File: src/rtl/strap_cfg_pkg.sv
package strap_cfg_pkg;
    parameter int STRAP_W = 4;
    localparam int FS_W = STRAP_W - 1;

    typedef struct packed {
        logic [FS_W-1:0] fs;
        logic            bsel;
    } cfg_t;
endpackage

File: src/rtl/strap_capture.sv
module strap_capture
    import strap_cfg_pkg::*;
#(
    parameter logic [FS_W-1:0] TEST_CODE = 3'b011
) (
    input  logic               clk,
    input  logic               por_n,
    input  logic [STRAP_W-1:0] pins,
    output cfg_t               cfg,
    output logic               active,
    output logic               test
);
    typedef struct packed {
        cfg_t cfg;
        logic active;
        logic test;
    } cap_t;

    cap_t st_d, st_q;

    always_comb begin
        st_d = st_q;
        if (!st_q.active) begin
            st_d.cfg    = cfg_t'(pins);
            st_d.active = 1'b1;
            st_d.test   = (pins[STRAP_W-1:1] == TEST_CODE);
        end
    end

    always_ff @(posedge clk) begin
        if (!por_n) st_q <= '0;
        else        st_q <= st_d;
    end

    assign cfg    = st_q.cfg;
    assign active = st_q.active;
    assign test   = st_q.test;
endmodule

File: src/rtl/test_divider.sv
module test_divider #(
    parameter int QUAD_W = 2,
    parameter int RING_N = 3
) (
    input  logic clk,
    input  logic por_n,
    input  logic run,
    output logic half,
    output logic quarter,
    output logic third
);
    typedef struct packed {
        logic [QUAD_W-1:0] quad;
        logic [RING_N-1:0] ring;
    } div_t;

    localparam logic [RING_N-1:0] RING_INIT = {{(RING_N-1){1'b0}}, 1'b1};

    div_t st_d, st_q;

    always_comb begin
        st_d = st_q;
        if (run) begin
            st_d.quad = st_q.quad + 1'b1;
            st_d.ring = {st_q.ring[RING_N-2:0], st_q.ring[RING_N-1]};
        end
    end

    always_ff @(posedge clk) begin
        if (!por_n) begin
            st_q.quad <= '0;
            st_q.ring <= RING_INIT;
        end else begin
            st_q <= st_d;
        end
    end

    assign half    = st_q.quad[0];
    assign quarter = st_q.quad[QUAD_W-1];
    assign third   = st_q.ring[RING_N-1];
endmodule

File: src/rtl/strap_clk_cfg.sv
module strap_clk_cfg
    import strap_cfg_pkg::*;
#(
    parameter logic [2:0] TEST_CODE = 3'b011
) (
    input  logic                clk_ref,
    input  logic                por_n,
    input  logic [3:0]          strap_in,
    input  logic                cpu_clk_in,
    output logic [3:0]          strap_out,
    output logic [3:0]          strap_oe,
    output logic [2:0]          fsel,
    output logic                bus_sync,
    output logic                test_mode,
    output logic                usb_clk,
    output logic                fd_clk,
    output logic                bus_clk
);
    cfg_t cfg;
    logic active, test, half, quarter, third;

    strap_capture #(.TEST_CODE(TEST_CODE)) u_cap (
        .clk    (clk_ref),
        .por_n  (por_n),
        .pins   (strap_in),
        .cfg    (cfg),
        .active (active),
        .test   (test)
    );

    test_divider u_div (
        .clk     (clk_ref),
        .por_n   (por_n),
        .run     (test),
        .half    (half),
        .quarter (quarter),
        .third   (third)
    );

    assign strap_oe  = {STRAP_W{active}};
    assign strap_out = {{FS_W{cpu_clk_in & active}}, clk_ref & active};
    assign fsel      = cfg.fs;
    assign bus_sync  = cfg.bsel;
    assign test_mode = test;
    assign usb_clk   = half;
    assign fd_clk    = quarter;
    assign bus_clk   = cfg.bsel ? quarter : third;
endmodule


File: config.mk
export PLATFORM = sky130hd
export DESIGN_NAME = strap_clk_cfg
export DESIGN_NICKNAME = d
export VERILOG_FILES = /design/src/rtl/strap_cfg_pkg.sv /design/src/rtl/strap_capture.sv /design/src/rtl/test_divider.sv /design/src/rtl/strap_clk_cfg.sv
export SDC_FILE = /design/constraint.sdc
export NUM_CORES = 1
export LEC_CHECK = 0
export ABC_AREA = 1
export BUFFER_PORTS_ARGS = -buffer_cell sky130_fd_sc_hd__buf_2
export CORE_AREA = 2 2 39 41
export DETAILED_ROUTE_END_ITERATION = 8
export DIE_AREA = 0 0 41 43
export PLACE_DENSITY_LB_ADDON = 0.3
export SETUP_SLACK_MARGIN = 0.5
export SYNTH_ARGS = -nofsm -noshare
export SYNTH_HDL_FRONTEND = slang
export SYNTH_SLANG_ARGS = --single-unit
export TNS_END_PERCENT = 5
File: constraint.sdc
create_clock -name clk_ref -period 1.22 [get_ports clk_ref]
set_input_delay 0.305 -clock clk_ref [delete_from_list [all_inputs] [get_ports clk_ref]]
set_output_delay 0.305 -clock clk_ref [all_outputs]
set_load 0.01 [all_outputs]
==> results of run 1 <==
==> area by class of cell <==
| type | count | area [um2] |
|---|---|---|
| Sequential cell | 11 | 239.0 |
| Tap cell | 16 | 20.02 |
| Fill cell | 150 | 690.7 |
| Clock inverter | 1 | 3.754 |
| Clock buffer | 8 | 73.82 |
| Multi-Input combinational cell | 35 | 171.4 |
| Timing Repair Buffer | 24 | 158.9 |
| Inverter | 7 | 26.28 |
==> layer usage <==
layer  up-vias  global-route usage, %  routed length, um
li1        233                      -                  -
met1       178                  12.99                398
met2        14                  12.81                399
met3         4                  9.424                 64
met4         0                  18.67                 34
met5         -                      0                  0
==> through the flow <==
stage / cell area [um2] / setup slack (ns) / util, % / power, mW / TNS (ns)
3_3_place_gp: 536.8 / 0.1242 / 38.79 / 0.5308 / 0
5_1_grt: 693.2 / -0.1574 / 50.09 / 1.141 / -0.8692
2_1_floorplan: 456.7 / 0.2272 / - / 0.4930 / 0
3_5_place_dp: 536.8 / 0.1242 / 38.79 / 0.5315 / 0
4_1_cts: 658.1 / -0.1129 / 47.56 / 1.064 / -0.5689
6_report: 693.2 / -0.09020 / 50.09 / 1.072 / -0.4446
==> worst reg2reg max path, cell delays in order, from the launching register on <==
cell                      delay [ns]
sky130_fd_sc_hd__dfxtp_4        0.39
sky130_fd_sc_hd__buf_4          0.15
sky130_fd_sc_hd__inv_2          0.05
sky130_fd_sc_hd__o21ai_1        0.11
sky130_fd_sc_hd__nor2_1         0.05
==> timing repair <==
action	4_1_cts	5_1_grt
pin swaps	1	2
resized for setup	21	9
buffers inserted	1	2
endpoints found under the hold margin	0	0
setup endpoints to repair	24	26
gates cloned	0	0
==> layout by cell type, fill, tap and decap left out, types with 2 or more instances in the layout <==
cell	synthesis	routed
sky130_fd_sc_hd__buf_2	0	16
sky130_fd_sc_hd__nor2_1	16	15
sky130_fd_sc_hd__buf_6	0	6
sky130_fd_sc_hd__dfxtp_2	0	6
sky130_fd_sc_hd__nand2_1	8	5
sky130_fd_sc_hd__inv_2	1	4
sky130_fd_sc_hd__clkbuf_4	0	4
sky130_fd_sc_hd__inv_1	6	3
sky130_fd_sc_hd__o21ai_0	7	3
sky130_fd_sc_hd__o21ai_1	1	3
sky130_fd_sc_hd__buf_4	6	3
sky130_fd_sc_hd__dfxtp_4	0	3
sky130_fd_sc_hd__nand2_2	0	2
sky130_fd_sc_hd__o21ai_2	0	2
sky130_fd_sc_hd__dfxtp_1	11	2
==> registers in the layout, indices dropped and copies added (netlist names) <==
signal,count
u_div.st_q,2
u_div.half,1
u_cap.active,1
u_div.third,1
u_cap.test,1
u_div.quarter,1
u_cap.cfg,4
==> synth_stat cells <==
library cell,instances,area [um2]
sky130_fd_sc_hd__buf_4,6,45.04
sky130_fd_sc_hd__clkinv_1,1,3.750
sky130_fd_sc_hd__a21oi_1,2,10.01
sky130_fd_sc_hd__nand3_1,1,5.000
sky130_fd_sc_hd__nand2_1,8,30.03
sky130_fd_sc_hd__o21ai_1,1,5.000
sky130_fd_sc_hd__inv_1,6,22.52
sky130_fd_sc_hd__inv_2,1,3.750
sky130_fd_sc_hd__dfxtp_1,11,220.2
sky130_fd_sc_hd__o21ai_0,7,35.03
sky130_fd_sc_hd__clkbuf_2,1,5.000
sky130_fd_sc_hd__nor2_1,16,60.06
==> final timing paths <==
check	depth (start not counted)	startpoint	slack (ns)	endpoint
worst min register to register	2	u_div.st_q[0]	0.46	u_div.st_q[0]
worst max-delay path	5	clk_ref	-0.09	strap_out[0]
worst max register to register	4	u_cap.active	0.36	u_cap.cfg[3]
worst min-delay path	1	por_n	0.15	u_cap.active
==> where the power goes <==
part / total [mW] / switching (mW) / internal, mW
registers: 0.389 / 0.0156 / 0.374
logic: 0.100 / 0.0492 / 0.0510
clock network: 0.582 / 0.215 / 0.367
==> cells by family (layout without fill, tap and decap cells) <==
family,count (synthesis),in the layout,synth area share (%)
AND/OR/NAND/NOR,25,25,21.35
AO/OA/AOI/OAI,10,10,11.23
flip-flops,11,11,49.44
buffers and inverters,15,40,17.97
==> flow_metrics.env, run 1 <==
export IMPL_run_status="complete, but fails checks"
export IMPL_failing_checks="setup timing"
export IMPL_grt_pass1_wl_um=1283
export IMPL_power_density_mw_per_mm2=1546
export IMPL_tightest_pin_transition_ns=0.1845
export IMPL_max_clock_freq_mhz=763.7
export IMPL_core_region_area_mm2=0.001384
export IMPL_ys_warn_count=0
export IMPL_floorplan_initialDensity_pct=32.19
export IMPL_post_synth_cell_area_avg_um2=7.302
export IMPL_place_port_buffers=22
export IMPL_first_global_vias=338
export IMPL_firstDrtPassIters=4
export IMPL_post_place_cells=92
export IMPL_end_kind="output pin"
export IMPL_worst_ep_arrival_time_ns=1.01
export IMPL_pins_over_slew_limit=0
export IMPL_max_stage_delay_ns=0.11
export IMPL_io_pin_count=23
export IMPL_globalRouteTotalUtil_pct=12.79
export IMPL_syn_inst=61
export IMPL_via_count_normalized_by_instance_count=4.206
export IMPL_worst_hold_path_type="input pin to flip-flop"
export IMPL_syn_num_nets=68
export IMPL_drtAntennaViolNets=0
export IMPL_gr_total_overflow=0
export IMPL_power_leakage_nw=0.3531
export IMPL_drcViolationCount=0
export IMPL_setup_viol=10
export IMPL_tritoncts="yes"
export IMPL_num_rows=14
export IMPL_maximum_number_of_pins_on_one_net_before_global_route_repair=12
export IMPL_worst_slack_ns=-0.09020
export IMPL_antenna_found_initial=0
export IMPL_drt_first_iter_violations=4
export IMPL_max_cap_violations=0
export IMPL_cp_buffers_inverters=4
export IMPL_ctsHoldBuffers=0
export IMPL_dieArea_mm2=0.001763
export IMPL_drt_wl_total_um=897
export IMPL_layout_cells_non_filler=102
export IMPL_rsz0062_at_grt="true"
export IMPL_detailedPlacementHpwl_um=573.5
export IMPL_worst_path_max_delay_cell="sky130_fd_sc_hd__clkbuf_8"
export IMPL_syn_area_um2=445.4
export IMPL_clkLatencyLatePin_ns=0.38
export IMPL_number_of_hold_violations_in_the_final_report=0
export IMPL_ys_ff_latch=11
export IMPL_synth_seq_area_share_pct=49.44
export IMPL_fraction_of_layout_instances_using_a_drive_strength_above_1_pct=59.30
export IMPL_clk_pin_slew_worst_paths_ns=0.07
export IMPL_critical_path_peak_fanout=2
export IMPL_min_period_over_period_pct=107.4
export IMPL_tightest_slew_margin_relative_to_the_limit_pct=87.70
export IMPL_timing_worst_setup_path_type="clock port to output pin"
export IMPL_num_nets_final=94
export IMPL_max_vdd_ir_drop_mv=0.9739
export IMPL_dieHeight_um=43
export IMPL_hold_slack_ns=0.1485
export IMPL_critPathRequiredTime_ns=0.91
export IMPL_die_width_um=41
export IMPL_dr_total_vias=429
export IMPL_routedWlPerCell_um=8.794
export IMPL_crit_path_cell_trace="clkbuf_8, buf_8, nand2_4, inv_2, buf_6"
export IMPL_cp_top_family="buffers and inverters"
export IMPL_flow_area_growth_from_synthesis_pct=55.62
export IMPL_diodes=0
export IMPL_synth_distinct_cells=12
export IMPL_gp_routability_congestion=0.5909
export IMPL_crit_path_start_kind="clock port"
export IMPL_layout_min_cycle_time_ns=1.310
export IMPL_fin_worst_skew_ns=0.002471
No activity file was read; power rests on OpenSTA's default activity.
==> run 2, diff against run 1 <==
--- a/config.mk
+++ b/config.mk
@@ -11,6 +11,7 @@
 export DETAILED_ROUTE_END_ITERATION = 8
 export DIE_AREA = 0 0 41 43
 export PLACE_DENSITY_LB_ADDON = 0.3
+export RECOVER_POWER = 25
 export SETUP_SLACK_MARGIN = 0.5
 export SYNTH_ARGS = -nofsm -noshare
 export SYNTH_HDL_FRONTEND = slang
==> flow_metrics.env, run 2 (synthesis results as in run 1) <==
export IMPL_globalRouteTotalUtil_pct=12.79
export IMPL_critical_path_peak_fanout=2
export IMPL_totalPowerFinal_mw=1.072
export IMPL_worst_setup_path_endpoint="strap_out[0]"
export IMPL_largest_reg_flops=4
export IMPL_final_cell_mix="sky130_fd_sc_hd__nor2_1, sky130_fd_sc_hd__buf_2, sky130_fd_sc_hd__buf_6, sky130_fd_sc_hd__dfxtp_2, sky130_fd_sc_hd__nand2_1"
export IMPL_setup_viol=8
export IMPL_power_leakage_nw=0.3495
export IMPL_drcViolationCount=0
export IMPL_gr_total_overflow=0
export IMPL_tightest_pin_transition_ns=0.4370
export IMPL_num_rows=14
export IMPL_dr_total_vias=429
export IMPL_critical_r2r_capture="u_cap.cfg[3]"
export IMPL_critPathLaunch="clk_ref"
export IMPL_number_of_hold_violations_in_the_final_report=0
export IMPL_num_nets_final=94
export IMPL_power_density_mw_per_mm2=1558
export IMPL_dieHeight_um=43
export IMPL_run_status="complete, but fails checks"
export IMPL_detailedPlacementHpwl_um=573.5
export IMPL_hold_slack_ns=0.1531
export IMPL_first_global_vias=338
export IMPL_drtAntennaViolNets=0
export IMPL_gp_routability_congestion=0.5909
export IMPL_end_kind="output pin"
export IMPL_routedWlPerCell_um=8.804
export IMPL_core_region_area_mm2=0.001384
export IMPL_clkLatencyLatePin_ns=0.38
export IMPL_die_width_um=41
export IMPL_ctsHoldBuffers=0
export IMPL_max_clock_freq_mhz=764.3
export IMPL_worst_ep_arrival_time_ns=1.01
export IMPL_fraction_of_layout_instances_using_a_drive_strength_above_1_pct=56.98
export IMPL_flow_area_growth_from_synthesis_pct=54.49
export IMPL_floorplan_initialDensity_pct=32.19
export IMPL_failing_checks="setup timing"
export IMPL_worst_slack_ns=-0.09017
export IMPL_drt_wl_total_um=898
export IMPL_setup_slack_of_the_worst_register_to_register_path_ns=0.36
export IMPL_timing_worst_setup_path_type="clock port to output pin"
export IMPL_critPathRequiredTime_ns=0.91
export IMPL_crit_path_start_kind="clock port"
export IMPL_grt_pass1_wl_um=1283
export IMPL_diodes=0
export IMPL_maximum_number_of_pins_on_one_net_before_global_route_repair=12
export IMPL_clk_pin_slew_worst_paths_ns=0.07
export IMPL_io_pin_count=23
export IMPL_worst_hold_path_type="input pin to flip-flop"
export IMPL_pins_over_slew_limit=0
export IMPL_fin_worst_skew_ns=0.002403
export IMPL_detailedPlace_worstSlack_ns=0.1242
export IMPL_max_vdd_ir_drop_mv=0.9705
export IMPL_rsz0062_at_grt="true"
export IMPL_dieArea_mm2=0.001763
export IMPL_place_port_buffers=22
export IMPL_tightest_slew_margin_relative_to_the_limit_pct=70.87
export IMPL_tritoncts="yes"
export IMPL_firstDrtPassIters=4
export IMPL_rr_startpoint="u_cap.active"
export IMPL_via_count_normalized_by_instance_count=4.206
export IMPL_drt_first_iter_violations=4
export IMPL_max_cap_violations=0
export IMPL_layout_min_cycle_time_ns=1.310
export IMPL_antenna_found_initial=0
export IMPL_min_period_over_period_pct=107.4
export IMPL_worst_r2r_path_depth=4
run 2: power breakdown:
part	leakage, nW	internal (mW)	switching, mW
Combinational	0.202	0.0505	0.0492
Sequential	0.0936	0.375	0.0156
Clock	0.0535	0.367	0.214
Total	0.350	0.793	0.279
run 2: layer usage:
layer | vias to the layer above | GRT usage (%) | wire (um)
li1 | 234 | - | -
met1 | 177 | 12.99 | 397
met2 | 14 | 12.81 | 401
met3 | 4 | 9.424 | 65
met4 | 0 | 18.67 | 34
met5 | - | 0 | 0
run 2: stage by stage:
stage / util, % / TNS [ns] / instances / cell area, um2
2_1_floorplan: - / 0 / 61 / 456.7
3_3_place_gp: 38.79 / 0 / 92 / 536.8
3_5_place_dp: 38.79 / 0 / 92 / 536.8
4_1_cts: 47.56 / -0.5689 / 100 / 658.1
5_1_grt: 49.73 / -1.007 / 102 / 688.2
6_report: 49.73 / -0.5091 / 102 / 688.2
run 2: worst max-delay path, cell delays in order:
cell	delay, ns
sky130_fd_sc_hd__clkbuf_8	0.11
sky130_fd_sc_hd__buf_8	0.11
sky130_fd_sc_hd__nand2_4	0.04
sky130_fd_sc_hd__inv_2	0.03
sky130_fd_sc_hd__buf_6	0.10
run 2: worst min path at each step:
stage,startpoint,end,slack [ns],cells after the start
floorplan,por_n,u_cap.active,0.33,0
global placement,u_div.st_q[0],u_div.st_q[0],0.44,2
detailed placement,u_div.st_q[0],u_div.st_q[0],0.45,2
CTS,por_n,u_cap.active,0.13,1
global route,strap_in[3],u_cap.cfg[3],0.15,3
finish,strap_in[0],u_cap.cfg[0],0.15,3
run 2: cell type report:
class | count | area [um2]
Tap cell | 16 | 20.02
Clock buffer | 8 | 73.82
Clock inverter | 1 | 3.754
Fill cell | 153 | 695.7
Multi-Input combinational cell | 35 | 171.4
Sequential cell | 11 | 235.2
Inverter | 7 | 26.28
Timing Repair Buffer | 24 | 157.7
run 2: what timing repair did:
action | 4_1_cts | 5_1_grt
buffers inserted | 1 | 2
setup endpoints to repair | 24 | 26
gates resized for setup | 21 | 9
pin swaps | 1 | 2
endpoints found under the hold margin | 0 | 0
